===== src/rtl/cfe_pkg.sv =====
package cfe_pkg;

  // width of the integer+fraction sum of N truncated rows plus the offset row
  function automatic int unsigned cfe_sum_w(input int unsigned n_ch, input int unsigned q);
    return q + $clog2(n_ch + 1);
  endfunction

  // width of the correction count (ceil(log2 N), at least one bit)
  function automatic int unsigned cfe_alpha_w(input int unsigned n_ch);
    return (n_ch < 2) ? 1 : $clog2(n_ch);
  endfunction

  // rows left after one layer of 3:2 compressors
  function automatic int unsigned cfe_next_rows(input int unsigned rows);
    return 2 * (rows / 3) + (rows % 3);
  endfunction

  // number of compressor layers from a given row count down to two
  function automatic int unsigned cfe_layers(input int unsigned rows);
    int unsigned r;
    int unsigned n;
    r = rows;
    n = 0;
    while (r > 2) begin
      r = 2 * (r / 3) + (r % 3);
      n++;
    end
    return n;
  endfunction

endpackage


===== src/rtl/cfe_gamma_trim.sv =====
module cfe_gamma_trim #(
  parameter int unsigned N_CH    = 40,
  parameter int unsigned GAMMA_W = 14,
  parameter int unsigned Q       = 8
) (
  input  logic [N_CH*GAMMA_W-1:0] gamma_i,
  output logic [N_CH*Q-1:0]       top_o
);
  localparam int unsigned DROP = GAMMA_W - Q;

  if (Q >= GAMMA_W) begin : g_bad_q
    initial $error("Q must be smaller than GAMMA_W");
  end

  // keep the Q most significant bits of every channel; this is the divide by 2^DROP
  for (genvar c = 0; c < N_CH; c++) begin : g_ch
    assign top_o[c*Q +: Q] = gamma_i[c*GAMMA_W + DROP +: Q];
  end
endmodule


===== src/rtl/cfe_csa_level.sv =====
module cfe_csa_level #(
  parameter int unsigned ROWS = 41,
  parameter int unsigned SW   = 14
) (
  input  logic [ROWS*SW-1:0] rows_i,
  output logic [SW-1:0]      sum_o,
  output logic [SW-1:0]      carry_o
);
  import cfe_pkg::*;

  localparam int unsigned TRIPLES = ROWS / 3;
  localparam int unsigned REST    = ROWS % 3;
  localparam int unsigned NEXT    = cfe_next_rows(ROWS);

  if (ROWS == 1) begin : g_one
    assign sum_o   = rows_i[SW-1:0];
    assign carry_o = '0;
  end else if (ROWS == 2) begin : g_two
    assign sum_o   = rows_i[SW-1:0];
    assign carry_o = rows_i[2*SW-1:SW];
  end else begin : g_reduce
    logic [NEXT*SW-1:0] nxt;

    for (genvar t = 0; t < TRIPLES; t++) begin : g_fa
      logic [SW-1:0] a, b, c, maj;
      assign a   = rows_i[(3*t)*SW   +: SW];
      assign b   = rows_i[(3*t+1)*SW +: SW];
      assign c   = rows_i[(3*t+2)*SW +: SW];
      assign maj = (a & b) | (a & c) | (b & c);
      assign nxt[(2*t)*SW   +: SW] = a ^ b ^ c;
      // the total fits in SW bits, so the carry dropped at the top is always zero
      assign nxt[(2*t+1)*SW +: SW] = {maj[SW-2:0], 1'b0};
    end

    for (genvar r = 0; r < REST; r++) begin : g_pass
      assign nxt[(2*TRIPLES+r)*SW +: SW] = rows_i[(3*TRIPLES+r)*SW +: SW];
    end

    cfe_csa_level #(
      .ROWS(NEXT),
      .SW  (SW)
    ) u_next (
      .rows_i (nxt),
      .sum_o  (sum_o),
      .carry_o(carry_o)
    );
  end
endmodule


===== src/rtl/cfe_floor_add.sv =====
module cfe_floor_add #(
  parameter int unsigned SW = 14,
  parameter int unsigned Q  = 8,
  parameter int unsigned AW = 6
) (
  input  logic [SW-1:0] sum_i,
  input  logic [SW-1:0] carry_i,
  output logic [AW-1:0] alpha_o
);
  logic [SW-1:0] total;
  logic [SW+AW-1:0] padded;

  // final carry-propagate add; the floor is the slice above the binary point
  assign total   = sum_i + carry_i;
  assign padded  = {{AW{1'b0}}, total};
  assign alpha_o = padded[Q +: AW];
endmodule


===== src/rtl/correction_estimator.sv =====
module correction_estimator #(
  parameter int unsigned N_CH       = 40,
  parameter int unsigned GAMMA_W    = 14,
  parameter int unsigned Q          = 8,
  parameter int unsigned DELTA_FRAC = 192,
  parameter bit          TREE_REG   = 1'b1,
  localparam int unsigned AW        = cfe_pkg::cfe_alpha_w(N_CH)
) (
  input  logic                    clk,
  input  logic                    rst,
  input  logic                    valid_i,
  input  logic [N_CH*GAMMA_W-1:0] gamma_i,
  output logic                    valid_o,
  output logic [AW-1:0]           alpha_o
);
  import cfe_pkg::*;

  localparam int unsigned SW     = cfe_sum_w(N_CH, Q);
  localparam int unsigned ROWS   = N_CH + 1;
  localparam int unsigned LAYERS = cfe_layers(ROWS);

  if (DELTA_FRAC >= (1 << Q)) begin : g_bad_delta
    initial $error("DELTA_FRAC must be a proper Q-bit fraction");
  end
  if (LAYERS > 64) begin : g_bad_tree
    initial $error("compressor tree too deep");
  end

  // ---------------- stage 1: truncate and register ----------------
  logic [N_CH*Q-1:0] top_w;
  logic [N_CH*Q-1:0] top_q;
  logic              v1_q;

  cfe_gamma_trim #(
    .N_CH   (N_CH),
    .GAMMA_W(GAMMA_W),
    .Q      (Q)
  ) u_trim (
    .gamma_i(gamma_i),
    .top_o  (top_w)
  );

  always_ff @(posedge clk) begin
    if (rst) begin
      v1_q  <= 1'b0;
      top_q <= '0;
    end else begin
      v1_q <= valid_i;
      if (valid_i) top_q <= top_w;
    end
  end

  // ---------------- rows: N truncated values plus the offset ----------------
  logic [ROWS*SW-1:0] rows_w;

  for (genvar c = 0; c < N_CH; c++) begin : g_row
    assign rows_w[c*SW +: SW] = {{(SW-Q){1'b0}}, top_q[c*Q +: Q]};
  end
  assign rows_w[N_CH*SW +: SW] = SW'(DELTA_FRAC);

  // ---------------- carry-save tree ----------------
  logic [SW-1:0] tree_sum_w, tree_carry_w;

  cfe_csa_level #(
    .ROWS(ROWS),
    .SW  (SW)
  ) u_tree (
    .rows_i (rows_w),
    .sum_o  (tree_sum_w),
    .carry_o(tree_carry_w)
  );

  // ---------------- optional register after the tree ----------------
  logic [SW-1:0] st_sum, st_carry;
  logic          st_v;

  if (TREE_REG) begin : g_tree_reg
    logic [SW-1:0] sum_q, carry_q;
    logic          v2_q;
    always_ff @(posedge clk) begin
      if (rst) begin
        v2_q    <= 1'b0;
        sum_q   <= '0;
        carry_q <= '0;
      end else begin
        v2_q <= v1_q;
        if (v1_q) begin
          sum_q   <= tree_sum_w;
          carry_q <= tree_carry_w;
        end
      end
    end
    assign st_sum   = sum_q;
    assign st_carry = carry_q;
    assign st_v     = v2_q;
  end else begin : g_tree_comb
    assign st_sum   = tree_sum_w;
    assign st_carry = tree_carry_w;
    assign st_v     = v1_q;
  end

  // ---------------- final add, floor and output register ----------------
  logic [AW-1:0] alpha_w;

  cfe_floor_add #(
    .SW(SW),
    .Q (Q),
    .AW(AW)
  ) u_floor (
    .sum_i  (st_sum),
    .carry_i(st_carry),
    .alpha_o(alpha_w)
  );

  always_ff @(posedge clk) begin
    if (rst) begin
      valid_o <= 1'b0;
      alpha_o <= '0;
    end else begin
      valid_o <= st_v;
      if (st_v) alpha_o <= alpha_w;
    end
  end
endmodule


===== config.mk =====
export PLATFORM = sky130hd
export DESIGN_NAME = correction_estimator
export DESIGN_NICKNAME = d
export VERILOG_FILES = /design/src/rtl/cfe_pkg.sv /design/src/rtl/cfe_gamma_trim.sv /design/src/rtl/cfe_csa_level.sv /design/src/rtl/cfe_floor_add.sv /design/src/rtl/correction_estimator.sv
export SDC_FILE = /design/constraint.sdc
export NUM_CORES = 1
export LEC_CHECK = 0
export BUFFER_PORTS_ARGS = -buffer_cell sky130_fd_sc_hd__buf_2
export CAP_MARGIN = 20
export CORE_MARGIN = 5
export CORE_UTILIZATION = 30
export DETAILED_ROUTE_END_ITERATION = 12
export PLACE_DENSITY = 0.48
export REMOVE_ABC_BUFFERS = 1
export SLEW_MARGIN = 25
export SYNTH_ARGS = -nofsm -noshare
export SYNTH_HDL_FRONTEND = slang
export SYNTH_SLANG_ARGS = --single-unit

===== constraint.sdc =====
create_clock -name clk -period 5.3 [get_ports clk]
set_input_delay 1.06 -clock clk [delete_from_list [all_inputs] [get_ports clk]]
set_output_delay 1.06 -clock clk [all_outputs]
set_load 0.01 [all_outputs]

==> impl_metrics.csv <==
group,metric,value,unit
setup_path,worstPathRequired,5720,ps
finish,nNetsFinal,3103,
timing,tightest_slew,978,ps
floorplan,floorplan.rows,95,
cts,cts_setup_buffers,0,
setup_path,path_max_fanout,2,
synthesis,yosys.cell_types.count,29,
synthesis,synthMostInstantiatedCell,"inv_1",
global_routing,grt_pass1_vias,14458,
synthesis,yosysTopAreaCellShare,34.6,%
setup_path,cp_data_arrival_time,5440,ps
min_path,hold_depth,1,
cts,cts_tree,"built",
timing,clock.fmax,0.199,GHz
floorplan,ios,570,
setup_path,r2r_slack,280,ps
floorplan,start_util,30.3,%
floorplan,die-area,73000,µm²
global_routing,grt_max_degree,161,
timing,slew_viol_final,0,
routing,wirelength,50.4,mm
synthesis,synth_edf_count,0,
synthesis,ys.flop_type,"dfxtp_1",
min_path,hold_start,"alpha_o[1]",
cts,clock-sinks,351,
min_path,hold_class,"reg2reg",
synthesis,yosysTopAreaCell,"dfxtp_1",
min_path,whs_endpoint,"alpha_o[1]",
cts,cts_made_buffers,45,
timing,post-route-period-util,94.7,%
global_routing,overflow,0,
routing,wl_per_cell,16.2,µm
cts,clk_latency,560,ps
setup_path,reg2reg_to,"g_tree_reg.sum_q[7]",
timing,clock_skew,11.1,ps
cts,cts_resized,0,
setup_path,cp-start-kind,"flip-flop",
timing,hold_violations,0,
placement,hpwl,40.5,mm
setup_path,crit_path_end_kind,"flip-flop",
power_and_ir_drop,finalPower,12700,µW
setup_path,r2r_cells,14,
cts,clk_pin_slew,60,ps
synthesis,netlist_instances,1889,
synthesis,async_flop_share,0,%
global_routing,grt_pass1_wl,81.7,mm
cts,cts.root.buffer_cell,"clkbuf_16",
routing,drtIter0Drc,454,
cts,clk_path_buf_depth,3,
routing,drtPass1Iterations,5,
setup_path,worst-setup-path-type,"reg2reg",
synthesis,ys_ff_latch,351,
timing,rsz0062_at_grt,"no",
synthesis,ys_seq_area_share,34.6,%
power_and_ir_drop,cellLeakagePower,0.0115,µW
routing,drt.antenna.violating_nets,0,
synthesis,syn_avg_cell_area,10.8,µm²
synthesis,yosys-top-cells-area,"dfxtp_1 (35%), fa_1 (29%), mux2i_1 (17%)",
flow_run,max_cap_violations,0,
placement,portBuffers,329,
routing,vias_per_cell,4.14,
timing,fin_setup_tns,0,ps
timing,slew_headroom,34.8,%
placement,gp_congestion,0.770,
setup_path,r2r-start,"top_q[175]",
routing,vias,12843,
power_and_ir_drop,ir_drop,0.517,mV
finish,layout-drive-gt1-share,18.2,%
finish,area_delta_synth_final,19.7,%
run_status,status,"finished, final reports clean",
global_routing,antenna_found_initial,15,
synthesis,synthTopCellsByCount,"inv_1 (392), dfxtp_1 (351), nor2_1 (346)",
cts,ctsHoldBuffers,0,
cts,h-tree-depth,2,
floorplan,chipWidth,270,µm
timing,finalCriticalPeriod,5020,ps
synthesis,syn_area,20300,µm²
power_and_ir_drop,power.density,524,nW/µm²
routing,drcViolationCount,0,
timing,setup_violations,0,
floorplan,core_area,67200,µm²
floorplan,die_y,270,µm
global_routing,grt_use_total,14.1,%
synthesis,synth_warnings,0,
==> stage by stage <==
stage	hold slack [ps]	instance area (µm²)	utilization [%]	worst slack, ps	instances
floorplan	440	20000	-	525	1811
CTS	467	24300	36.2	201	3098
global placement	451	22900	34.1	210	3022
finish	460	24300	36.2	280	3105
detailed placement	455	22900	34.1	201	3022
global route	476	24300	36.2	3.68	3100
==> sequential cells by signal, indices dropped and copies added, names as in the netlist <==
| signal | cells |
|---|---|
| alpha_o | 6 |
| g_tree_reg.carry_q | 11 |
| g_tree_reg.sum_q | 11 |
| g_tree_reg.v2_q | 1 |
| top_q | 320 |
| v1_q | 1 |
| valid_o | 1 |
==> layer usage <==
layer,track usage (%),part of all wire (%),routed length (µm)
met1,18.2,44,22200
met5,0,0.23,118
met4,3.09,1.8,895
met2,23.6,48,24400
met3,4.07,5.7,2860
==> cells by family (layout without fill, tap and decap cells) <==
kind of cell,count (synthesis),in the layout,share of synthesized area (%)
muxes,339,339,16.7
DFF,351,351,34.6
adders and majority gates,344,344,32.1
AOI/OAI and AO/OA,25,25,0.862
other,0,7,0
and+or+nand+nor,358,358,6.78
buffers and inverters,470,806,8.87
xor gates and xnor gates,2,2,0.0862
==> worst max-delay path, cell delays in order (launching register included) <==
cell and delay [ps]:
dfxtp_1 320, inv_1 60, fa_1 540, inv_1 60, fa_1 570, inv_1 70, fa_1 590, fa_1 460
fa_1 610, fa_1 460, fa_1 500, inv_1 50, fa_1 420, mux2i_1 140, nor2_1 50
==> where the power goes <==
group / switching, µW / internal (µW) / leakage, µW
registers: 110 / 2840 / 0.00290
clock network: 1190 / 1750 / 0.000690
logic: 3740 / 3110 / 0.00795
==> area by class of cell <==
cell class | instances | area, µm²
fillers | 6807 | 42800
multi-input cells | 1068 | 11500
flip-flops and latches | 351 | 7030
repair buffers | 338 | 1810
inverters | 392 | 1470
clock buffers | 64 | 1310
well taps | 873 | 1090
clock inverters | 12 | 100
diodes | 7 | 17.5
==> worst max path at each step <==
| stage | to | slack (ps) | from | cells after the start |
|---|---|---|---|---|
| 6_report | g_tree_reg.sum_q[7] | 280 | top_q[175] | 14 |
| 5_1_grt | g_tree_reg.sum_q[5] | 4 | top_q[245] | 16 |
| 4_1_cts | g_tree_reg.sum_q[7] | 200 | top_q[175] | 14 |
| 3_5_place_dp | g_tree_reg.sum_q[7] | 200 | top_q[175] | 14 |
| 3_3_place_gp | g_tree_reg.sum_q[7] | 210 | top_q[175] | 14 |
| 2_1_floorplan | g_tree_reg.sum_q[4] | 520 | top_q[244] | 16 |
==> layout by cell type, fill, tap and decap left out, types with 2 or more instances in the layout <==
cell / synthesis / routed
inv_1: 392 / 392
dfxtp_1: 351 / 351
nor2_1: 346 / 346
mux2i_1: 339 / 339
buf_2: 30 / 327
fa_1: 296 / 296
ha_1: 48 / 48
clkbuf_16: 0 / 45
clkbuf_8: 0 / 11
clkbuf_1: 43 / 8
diode_2: 0 / 7
a21oi_1: 6 / 6
clkinv_2: 0 / 6
buf_12: 0 / 6
o21ai_0: 5 / 5
a211oi_1: 3 / 3
nor2b_1: 3 / 3
clkinvlp_4: 0 / 3
buf_4: 0 / 3
nand2b_1: 2 / 2
a21o_1: 2 / 2
or3_1: 2 / 2
a32o_1: 2 / 2
xor2_1: 2 / 2
nand3b_1: 2 / 2
inv_6: 0 / 2
buf_8: 0 / 2
Note: power is estimated with default switching activity, not from simulation.
